`src/rtl/pwc_pkg.sv`:
```
package pwc_pkg;

    localparam int CTRL_W = 3;

    typedef enum logic [1:0] {
        ST_OFF     = 2'd0,
        ST_WAIT    = 2'd1,
        ST_MEASURE = 2'd2
    } pwc_state_e;

    // Packed MSB first: enable lands on bit 0
    typedef struct packed {
        logic ovf_cont;
        logic lvl_low;
        logic enable;
    } pwc_ctrl_t;

endpackage

```
`src/rtl/pwc_sync.sv`:
```
module pwc_sync #(
    parameter int STAGES = 2
) (
    input  logic clk,
    input  logic rst_n,
    input  logic async_in,
    output logic sync_out
);

    logic [STAGES-1:0] chain;

    generate
        if (STAGES == 1) begin : g_single
            always_ff @(posedge clk or negedge rst_n) begin
                if (!rst_n) chain <= '0;
                else        chain <= async_in;
            end
        end else begin : g_multi
            always_ff @(posedge clk or negedge rst_n) begin
                if (!rst_n) chain <= '0;
                else        chain <= {chain[STAGES-2:0], async_in};
            end
        end
    endgenerate

    assign sync_out = chain[STAGES-1];

endmodule

```
`src/rtl/pwc_ctrl.sv`:
```
module pwc_ctrl
    import pwc_pkg::*;
(
    input  logic              clk,
    input  logic              rst_n,
    input  logic              wr_en,
    input  logic [CTRL_W-1:0] wr_data,
    input  logic              auto_off,
    output pwc_ctrl_t         ctrl_q
);

    always_ff @(posedge clk or negedge rst_n) begin
        if (!rst_n) begin
            ctrl_q <= '0;
        end else begin
            if (wr_en) ctrl_q <= pwc_ctrl_t'(wr_data);
            // Self-disarm wins over a write landing on the same edge
            if (auto_off) ctrl_q.enable <= 1'b0;
        end
    end

endmodule

```
`src/rtl/pwc_fsm.sv`:
```
module pwc_fsm
    import pwc_pkg::*;
#(
    parameter int CNT_W = 16
) (
    input  logic             clk,
    input  logic             rst_n,
    input  logic             enable,
    input  logic             lvl_low,
    input  logic             ovf_cont,
    input  logic             sync_lvl,
    output logic [CNT_W-1:0] count_q,
    output logic             ovf_evt,
    output logic             auto_off
);

    localparam logic [CNT_W-1:0] CNT_ONE  = CNT_W'(1);
    localparam logic [CNT_W-1:0] CNT_ZERO = '0;

    pwc_state_e state_q, state_d;
    logic       match;
    logic       wrap;

    assign match    = sync_lvl ^ lvl_low;
    assign wrap     = (state_q == ST_MEASURE) && enable && match && (&count_q);
    assign auto_off = wrap && !ovf_cont;

    // State register
    always_ff @(posedge clk or negedge rst_n) begin
        if (!rst_n) state_q <= ST_OFF;
        else        state_q <= state_d;
    end

    // Next-state logic
    always_comb begin
        state_d = state_q;
        unique case (state_q)
            ST_OFF: begin
                if (enable) state_d = ST_WAIT;
            end
            ST_WAIT: begin
                if (!enable)    state_d = ST_OFF;
                else if (match) state_d = ST_MEASURE;
            end
            ST_MEASURE: begin
                if (!enable)       state_d = ST_OFF;
                else if (auto_off) state_d = ST_OFF;
                else if (!match)   state_d = ST_WAIT;
            end
            default: state_d = ST_OFF;
        endcase
    end

    // Outputs: count and overflow event
    always_ff @(posedge clk or negedge rst_n) begin
        if (!rst_n) begin
            count_q <= CNT_ZERO;
            ovf_evt <= 1'b0;
        end else begin
            ovf_evt <= wrap;
            unique case (state_q)
                ST_OFF: begin
                    count_q <= count_q;
                end
                ST_WAIT: begin
                    if (enable && match) count_q <= CNT_ONE;
                end
                ST_MEASURE: begin
                    if (enable && match) begin
                        if (wrap) count_q <= CNT_ZERO;
                        else      count_q <= count_q + CNT_ONE;
                    end
                end
                default: count_q <= count_q;
            endcase
        end
    end

endmodule

```
`src/rtl/pwc_event_timer.sv`:
```
module pwc_event_timer
    import pwc_pkg::*;
#(
    parameter int CNT_W       = 16,
    parameter int SYNC_STAGES = 2
) (
    input  logic              clk,
    input  logic              rst_n,
    input  logic              ctrl_wr,
    input  logic [CTRL_W-1:0] ctrl_wdata,
    output logic [CTRL_W-1:0] ctrl_rdata,
    input  logic              ext_in,
    output logic [CNT_W-1:0]  count,
    output logic              ovf_evt
);

    pwc_ctrl_t ctrl_q;
    logic      sync_lvl;
    logic      auto_off;

    pwc_sync #(.STAGES(SYNC_STAGES)) u_sync (
        .clk      (clk),
        .rst_n    (rst_n),
        .async_in (ext_in),
        .sync_out (sync_lvl)
    );

    pwc_ctrl u_ctrl (
        .clk      (clk),
        .rst_n    (rst_n),
        .wr_en    (ctrl_wr),
        .wr_data  (ctrl_wdata),
        .auto_off (auto_off),
        .ctrl_q   (ctrl_q)
    );

    pwc_fsm #(.CNT_W(CNT_W)) u_fsm (
        .clk      (clk),
        .rst_n    (rst_n),
        .enable   (ctrl_q.enable),
        .lvl_low  (ctrl_q.lvl_low),
        .ovf_cont (ctrl_q.ovf_cont),
        .sync_lvl (sync_lvl),
        .count_q  (count),
        .ovf_evt  (ovf_evt),
        .auto_off (auto_off)
    );

    assign ctrl_rdata = ctrl_q;

endmodule

```
`config.mk`:
```
export PLATFORM = sky130hd
export DESIGN_NAME = pwc_event_timer
export DESIGN_NICKNAME = d
export VERILOG_FILES = /design/src/rtl/pwc_pkg.sv /design/src/rtl/pwc_sync.sv /design/src/rtl/pwc_ctrl.sv /design/src/rtl/pwc_fsm.sv /design/src/rtl/pwc_event_timer.sv
export SDC_FILE = /design/constraint.sdc
export NUM_CORES = 1
export LEC_CHECK = 0
export CAP_MARGIN = 20
export CORE_UTILIZATION = 55
export CTS_CLUSTER_SIZE = 10
export DETAILED_ROUTE_END_ITERATION = 12
export GPL_ROUTABILITY_DRIVEN = 1
export MAX_ROUTING_LAYER = met4
export PLACE_DENSITY_LB_ADDON = 0.3
export SLEW_MARGIN = 20
export SYNTH_ARGS = -nofsm -noshare
export SYNTH_HDL_FRONTEND = slang
export SYNTH_SLANG_ARGS = --single-unit
```
`constraint.sdc`:
```
create_clock -name clk -period 5 [get_ports clk]
set_input_delay 1 -clock clk [delete_from_list [all_inputs] [get_ports clk]]
set_output_delay 1 -clock clk [all_outputs]
set_load 0.01 [all_outputs]
```
; ---- Yosys cells after proc, flatten, opt, wreduce, memory -nomap -nowiden
; Cells that the tools add are included.
[totals]
ff_bits = 24
in_bits = 7
[op_classes]
reduce_logical = 12
n_eq_ne = 7
bitwise_logic = 1
n_mux = 13
n_addsub = 1
[op_table]
columns = operator, n
row1 = two-way mux 16 bit, 3
row2 = case mux 16 bit (2 select lines), 1
row3 = "adder 16 x 1 -> 16 bit, second input constant", 1
row4 = AND reduction 16 bit, 1
row5 = two-way mux 2 bit, 6
row6 = case mux 2 bit (3 select lines), 1
row7 = AND reduction 3 bit, 2
row8 = logical AND 1 bit, 5
row9 = "!= test 2 bit, second input constant", 2
row10 = "!= test 4 bit, second input constant", 1
row11 = nonzero test 2 bit, 2
row12 = "!= test 3 x 2 -> 1 bit, second input constant", 1
row13 = "equality test 2 x 1 -> 1 bit, second input constant", 1
row14 = "equality test 2 bit, second input constant", 1
row15 = logical NOT 2 bit, 1
row16 = two-way mux 1 bit, 2
row17 = "!= test 2 x 1 -> 1 bit, second input constant", 1
row18 = logical NOT 1 bit, 1
row19 = bitwise XOR 1 bit, 1

; ---- Depth between registers and ports, before layout
; Gate-level depths: netlist (run 1).
[depth]
depth_word = 8
depth_mapped = 6
mapped_depth_nobuf = 5

; ---- Cells and area by module
; A second synthesis (run 1) with hierarchy kept.
[hier_totals]
hier_cells = 145
area_unflattened_um2 = 1452.6
[modules_own_cells]
columns = module, area_per_inst_um2, seq_area_each_um2, cells_each, instances
row1 = pwc_fsm, 1291.2, 475.5, 136, 1
row2 = pwc_ctrl, 111.4, 75.1, 7, 1
row3 = pwc_sync, 50.0, 50.0, 2, 1

; ---- Least setup slack after synthesis (run 1)
; OpenSTA, ideal clock, no wires.
[synth_timing]
kind = register to register
startpoint = reg u_fsm.count_q[0]
endpoint = reg u_fsm.count_q[8]
t_arrival_ps = 1604
synth_period_minus_slack_ps = 1685
t_required_ps = 4918
path_stages_with_launch = 6
path_slack_ps = 3315
cell_sequence = dfrtp_1 > ha_1 > and4_4 > nand4_2 > or4b_1 > a31oi_1
[synth_via]
elab_chain_len = 5
[synth_lines]
columns = item, line_no
row1 = from (decl), pwc_fsm.sv:12  ; output logic [CNT_W-1:0] count_q,
row2 = from (signal assigned), pwc_fsm.sv:63  ; count_q <= count_q;
row3 = from (signal assigned), pwc_fsm.sv:71  ; else count_q <= count_q + CNT_ONE;
row4 = from (signal assigned), pwc_fsm.sv:74  ; default: count_q <= count_q;
row5 = branches (longest 2 deep; another with adder 16 x 1 -> 16 bit), --
row6 = two-way mux 16 bit *, pwc_fsm.sv:70  ; if (wrap) count_q <= CNT_ZERO;
row7 = two-way mux 16 bit *, pwc_fsm.sv:69  ; if (enable && match) begin
row8 = case mux 16 bit (2 select lines) *, pwc_fsm.sv:61  ; unique case (state_q)
; Every way passes the cells marked *. The select of a mux whose other input is x is not followed.
; A chain may end at the register's enable or synchronous reset.

; ---- Worst setup path in the final report (run 1)
[layout_timing]
startpoint = reg u_fsm.count_q[2]
endpoint = out count[2]
[layout_rtl]
columns = item, line_no
row1 = to (decl), pwc_event_timer.sv:13  ; output logic [CNT_W-1:0] count,
; No word-level cell between the ends.

==> results.md, run 1 <==
- Area after DPL: 1630 µm²
- FF-to-FF Start: u_fsm.count_q[0]
- Final instance area: 1660 µm²
- Final Critical Period: between 2000 and 2500 ps
- Total CTS buffers: 3
- PwrDens: around 270 nW/µm²
- Die ar.: roughly 2700 µm²
- Buffers on Ports: 26
- DR vias: around 1.3k
- Setup-failing EPs final: 0
- Critical path origin: u_fsm.count_q[2]
- Maximum vdd drop: 217 µV
- Row cnt: 17
- DR vias/cell: 6.74
- # hold bufs at CTS: 0
- Slew @ Worst Pin: 736 ps
- Post-Syn Area per Cell: ~9.2 µm²
- Starting Density: 0.607
- Final hold vios: 0
- Setup crit start kind: register
- FF-to-FF path depth: 5
- Sequential fraction of the synthesis area: 0.431
- Post-Synthesis Cells: 151
- Die W: roughly 52 µm
- Largest net degree at the start of global routing: 25
- Reg2Reg Setup Slack: around 2800 ps
- Cells along the critical path: clkdlybuf4s50_1
- Period utilization: 0.490
- Max Freq: between 400 and 500 MHz
- Net Count, Synth: 159
- CP top delay family: buffers and inverters
- Final #Nets: between 150 and 200
- H-tree lvl count: 1
- Setup TNS: 0 ps
- Critical path type: register to output port
- Slew Limit Fails: 0
- Hold Path End: u_sync.chain[1]
- DR DRC count: 0
- Wirelength per Cell: 16.4 µm
- CP max stage cell: clkdlybuf4s50_1
- Final HPWL DP: 2250 µm
- Total congestion overflow: 0
- # resized after CTS: 0
- RSZ-0062 raised after global routing: false
- Post-Route Skew: around 2.5 ps
- Share of post-route cells with drive strength above 1: 0.0706
- Worst Path Max Fanout: 10
- Buf/Inv on CP: 1
- Post-CTS setup repair buffer count: 0
- Register bit total from synthesis: 24
- First-pass GRT wire length: about 5400 µm
- Max Root-Sink Buffers: 2
- Critical Path RT: ~4000 ps
- Mapped cell area: around 1400 µm²
- ANT cells: 0
- HP Start: u_sync.chain[0]
- Synth Warn #: 0
- Synth Flop Type: dfrtp_1
- Rel. slew slack: 0.510
- Post-Route WL: 3240 µm
- Hold WC Path Type: register to register
- Initial antenna violation count: 0
- Top Ports: 27
- GRT Util Overall: 0.267
- TritonCTS clock tree: yes
- Die Height: ~52 µm
- DR iter-0 viols: 52
- Clock Pin Slew Worst Setup and Hold Paths: about 130 ps
- Antenna violation net count after detailed routing: 0
- Area growth, synth to finish: 19.4%
- RR Endpoint: u_ctrl.ctrl_q[0]
- Vias in the first global route: 1193
- Yosys cell types: 43
- CP peak stage delay: about 600 ps
- CP Data Arrival Time: roughly 1500 ps
- DRT Pass-1 Iters: 4
- Worst Setup End Kind: output port
- Post-synth EDFFs: 0
- Max-cap viol count: 0
- Core Region: roughly 2300 µm²
- Final GP Congestion: about 0.87
- Worst Hold Depth: 0
- Asr flop ratio synth: 1.00
- Clk Latency, worst-skew pair: around 320 ps
- CTS sink cnt: 24
- CTS Root Cell: clkbuf_4
- Leakage: 0.629 nW
- Status: completed
==> layout by cell type, fill, tap and decap left out, drive strengths merged, types with 2 or more instances in the layout <==
cell and instances:
o211ai 4, and4 3, dfrtp 24, a41oi 5, nor4 2, o311ai 2, o22ai 2, nand3 8
o21ai 4, a31oi 17, and3 4, inv 8, nor2 2, buf 2, nand2b 3, a21oi 7
clkdlybuf4s50 25, clkbuf 4, nand2 12, nor3 6, nand4 8
==> cell type report <==
cell class | count | area, µm²
Tap cell | 28 | 35.0
Inverter | 8 | 30.0
Multi-Input combinational cell | 107 | 699
Timing Repair Buffer | 27 | 263
Sequential cell | 24 | 601
Clock buffer | 4 | 36.3
Fill cell | 169 | 633
==> cell usage after synthesis, types with 2 or more instances <==
| cell | number | area (µm²) |
|---|---|---|
| clkbuf_1 | 3 | 11.3 |
| nor2_1 | 2 | 7.51 |
| a31oi_1 | 17 | 106 |
| o22ai_1 | 2 | 12.5 |
| o211ai_1 | 4 | 30.0 |
| a21oi_1 | 7 | 35.0 |
| inv_1 | 8 | 30.0 |
| dfrtp_1 | 24 | 601 |
| nand4_1 | 7 | 43.8 |
| o311ai_0 | 2 | 17.5 |
| a41oi_1 | 5 | 43.8 |
| o21ai_0 | 4 | 20.0 |
| nor3_1 | 5 | 25.0 |
| nand2_1 | 11 | 41.3 |
| buf_4 | 3 | 22.5 |
| and3_1 | 4 | 25.0 |
| nand3_1 | 8 | 40.0 |
| nor4_1 | 2 | 12.5 |
| and4_1 | 2 | 17.5 |
| buf_2 | 6 | 30.0 |
| nand2b_1 | 3 | 18.8 |
==> sequential cells by signal, summed over array words and instances (netlist names) <==
register and flops:
u_fsm.count_q 16, u_ctrl.ctrl_q 3, u_fsm.state_q 2, u_sync.chain 2, u_fsm.ovf_evt 1
==> layer usage <==
layer	wire length, µm	part of all wire	track usage
met1	1530	0.47	0.393
met2	1460	0.45	0.395
met3	232	0.072	0.0290
met4	19	0.0059	0.0702
met5	0	0	-
==> power breakdown <==
part           internal (mW)  leakage [nW]  switching (mW)
sequential             0.210         0.316          0.0297
clock                 0.0446        0.0210          0.0611
combinational         0.0507         0.292          0.0489
==> cell families (layout without fill, tap and decap cells) <==
| group | Yosys count | after routing | share of synthesized area |
|---|---|---|---|
| and+or+nand+nor | 52 | 52 | 0.216 |
| DFF | 24 | 24 | 0.431 |
| muxes | 2 | 2 | 0.0153 |
| xor gates and xnor gates | 2 | 2 | 0.0180 |
| buffers and inverters | 20 | 39 | 0.0673 |
| adders and majority gates | 1 | 1 | 0.00898 |
| AOI/OAI and AO/OA | 50 | 50 | 0.243 |
==> stage by stage <==
stage / power, mW / hold WS [ps] / worst slack (ps) / instances / utilization
CTS: 0.445 / 371 / 2560 / 198 / 0.727
global placement: 0.339 / 333 / 2710 / 194 / 0.711
finish: 0.445 / 370 / 2550 / 198 / 0.724
floorplan: 0.296 / 331 / 3310 / 151 / -
detailed placement: 0.343 / 342 / 2690 / 194 / 0.711
global route: 0.466 / 388 / 2500 / 198 / 0.724
==> worst reg2reg max path, delay by kind of cell, from the launching register on <==
| family | cells | cell delay, ps |
|---|---|---|
| flip-flops | 1 | 460 |
| adder cells (fa/ha/maj) | 1 | 290 |
| AO/OA/AOI/OAI | 1 | 110 |
| AND/OR/NAND/NOR | 3 | 1200 |
==> how the worst max path moves through the flow <==
stage,end,slack (ps),cells after the start
after floorplan,u_fsm.count_q[8],3310,5
after detailed placement,u_fsm.count_q[5],2690,1
final,count[2],2550,1
after CTS,count[2],2560,1
after global placement,u_fsm.count_q[5],2710,1
after global routing,count[2],2500,1
(Power assumes the default switching activity.)
==> run 2, diff against run 1 <==
--- a/config.mk
+++ b/config.mk
@@ -6,7 +6,7 @@
 export NUM_CORES = 1
 export LEC_CHECK = 0
 export CAP_MARGIN = 20
-export CORE_UTILIZATION = 55
+export CORE_UTILIZATION = 46
 export CTS_CLUSTER_SIZE = 10
 export DETAILED_ROUTE_END_ITERATION = 12
 export GPL_ROUTABILITY_DRIVEN = 1
==> constraint.sdc (replaced) <==
create_clock -name clk -period 2.2 [get_ports clk]
set_input_delay 0.44 -clock clk [delete_from_list [all_inputs] [get_ports clk]]
set_output_delay 0.44 -clock clk [all_outputs]
set_load 0.01 [all_outputs]
==> results.md, run 2 (synthesized netlist as in run 1, its figures left out) <==
- Buffers on Ports: 26 (unchanged)
- HP Start: u_sync.chain[0]
- ANT cells: 0 (unchanged)
- Setup crit start kind: register
- Critical Path RT: 2460 ps (-1540 ps)
- Worst Setup End Kind: register
- Largest regs: u_fsm.count_q x16, u_ctrl.ctrl_q x3
- Hold WC Path Type: register to register
- Share of post-route cells with drive strength above 1: 0.0914 (+0.0208)
- Slew Limit Fails: 0 (unchanged)
- Final Critical Period: between 1500 and 2000 ps
- Filler cell count: 249 (+47%)
- Leakage: 0.659 nW (+4.7%)
- Post-CTS setup repair buffer count: 0 (unchanged)
- Top Ports: 27 (unchanged)
- FF-to-FF Start: u_fsm.count_q[0]
- Max-cap viol count: 0 (unchanged)
- Post-Route Skew: 1.49 ps (-1.03 ps)
- Area after DPL: 1670 µm² (+2.5%)
- Leading cell type in the layout, fill and taps excluded: clkdlybuf4s50_1
- Maximum vdd drop: 564 µV (+160%)
- DR DRC count: 2 (+2)
- Status: finished, violations left
- Largest net degree at the start of global routing: 25 (unchanged)
- Starting Density: 0.497 (-0.110)
- Worst Path Max Fanout: 14 (+4)
- Final GP Congestion: 0.914 (+4.9%)
- # resized after CTS: 0 (unchanged)
- Die Height: 57.0 µm (+9.0%)
- Total CTS buffers: 3 (unchanged)
- Final hold vios: 0 (unchanged)
- Setup TNS: 0 ps (unchanged)
- Antenna violation net count after detailed routing: 0 (unchanged)
- Most frequent cells in the layout: clkdlybuf4s50_1, dfrtp_1, a31oi_1
- RSZ-0062 raised after global routing: false
- CP Data Arrival Time: 2200 ps (+750 ps)
- Max Freq: just over 500 MHz
- Final instance area: 1730 µm² (+3.8%)
- Rel. slew slack: 0.694 (+0.184)
- Die W: 57.0 µm (+9.0%)
- TritonCTS clock tree: yes
- First-pass GRT wire length: 5800 µm (+8.1%)
- Slew @ Worst Pin: 456 ps (-279 ps)
- Total congestion overflow: 0 (unchanged)
- Area growth, synth to finish: 23.9%
- DR vias: 1344 (+0.67%)
- Final HPWL DP: 2480 µm (+11%)
- Die ar.: 3250 µm² (+19%)
- Number of flip-flops in the largest register: 16 (unchanged)
- CTS Root Cell: clkbuf_4
- Clock Pin Slew Worst Setup and Hold Paths: 140 ps (about the same)
- PwrDens: 640 nW/µm² (+140%)
- DR vias/cell: 6.52 (-3.2%)
- Failing checks: design-rule violations
- GRT Util Overall: 0.237 (-0.0308)
- DR iter-0 viols: 48 (-7.7%)
- Post-Route WL: 3570 µm (+10%)
- Core Region: 2810 µm² (+22%)
- DRT Pass-1 Iters: 8 (+4)
- Setup-failing EPs final: 0 (unchanged)
- CTS sink cnt: 24 (unchanged)
- Critical path type: register to register
- # hold bufs at CTS: 0 (unchanged)
- Row cnt: 19 (+2)
- Clk Latency, worst-skew pair: 320 ps (about the same)
- Final #Nets: 184 (+2.8%)
- Largest Register: u_fsm.count_q
- H-tree lvl count: 1 (unchanged)
- Vias in the first global route: 1214 (+1.8%)
- Initial antenna violation count: 0 (unchanged)
- Critical path origin: u_fsm.count_q[0]
- Wirelength per Cell: 17.3 µm (+6.0%)
- Max Root-Sink Buffers: 2 (unchanged)
- Period utilization: 0.885
run 2: critical path, cell delays in order (launching register included):
cell and delay, ps:
dfrtp_1 460, ha_1 290, and4_4 230, nand4_2 100, buf_4 200, or4b_1 440
a31oi_1 170
run 2: metrics by stage:
stage / utilization / hold WS [ps] / total power [mW] / std cells / worst slack (ps)
2_1_floorplan: - / 144 / 0.673 / 151 / 515
3_3_place_gp: 0.597 / 332 / 0.778 / 202 / 357
3_5_place_dp: 0.597 / 335 / 0.787 / 202 / 302
4_1_cts: 0.616 / 366 / 1.11 / 206 / 257
5_1_grt: 0.616 / 378 / 1.16 / 206 / 140
6_report: 0.616 / 364 / 1.10 / 206 / 253
run 2: layer usage:
layer / part of all wire / vias up / global-route usage
met5: 0 / - / -
li1: - / 640 / -
met2: 0.47 / 56 / 0.368
met4: 0.027 / 0 / 0.0976
met3: 0.054 / 12 / 0.0227
met1: 0.45 / 636 / 0.318
run 2: cell type report:
cell class	count	area, µm²	area share
Inverter	8	30.0	0.0174
Sequential cell	24	601	0.348
Clock inverter	1	30.0	0.0174
Tap cell	31	38.8	0.0225
Timing Repair Buffer	32	305	0.177
Multi-Input combinational cell	107	699	0.405
Clock buffer	3	22.5	0.0130
run 2: final timing paths:
check	cells after the start	slack, ps	end
worst min register to register	0	360	u_sync.chain[1]
min in group asynchronous	2	450	u_fsm.count_q[11]
worst max register to register	6	250	u_fsm.count_q[8]
worst min-delay path	0	360	u_sync.chain[1]
max in group asynchronous	2	1520	u_fsm.count_q[3]
worst max-delay path	6	250	u_fsm.count_q[8]
run 2: report_power, final:
part | switching (mW) | internal, mW | leakage (nW)
sequential | 0.0684 | 0.477 | 0.316
clock | 0.140 | 0.184 | 0.0279
combinational | 0.115 | 0.120 | 0.315
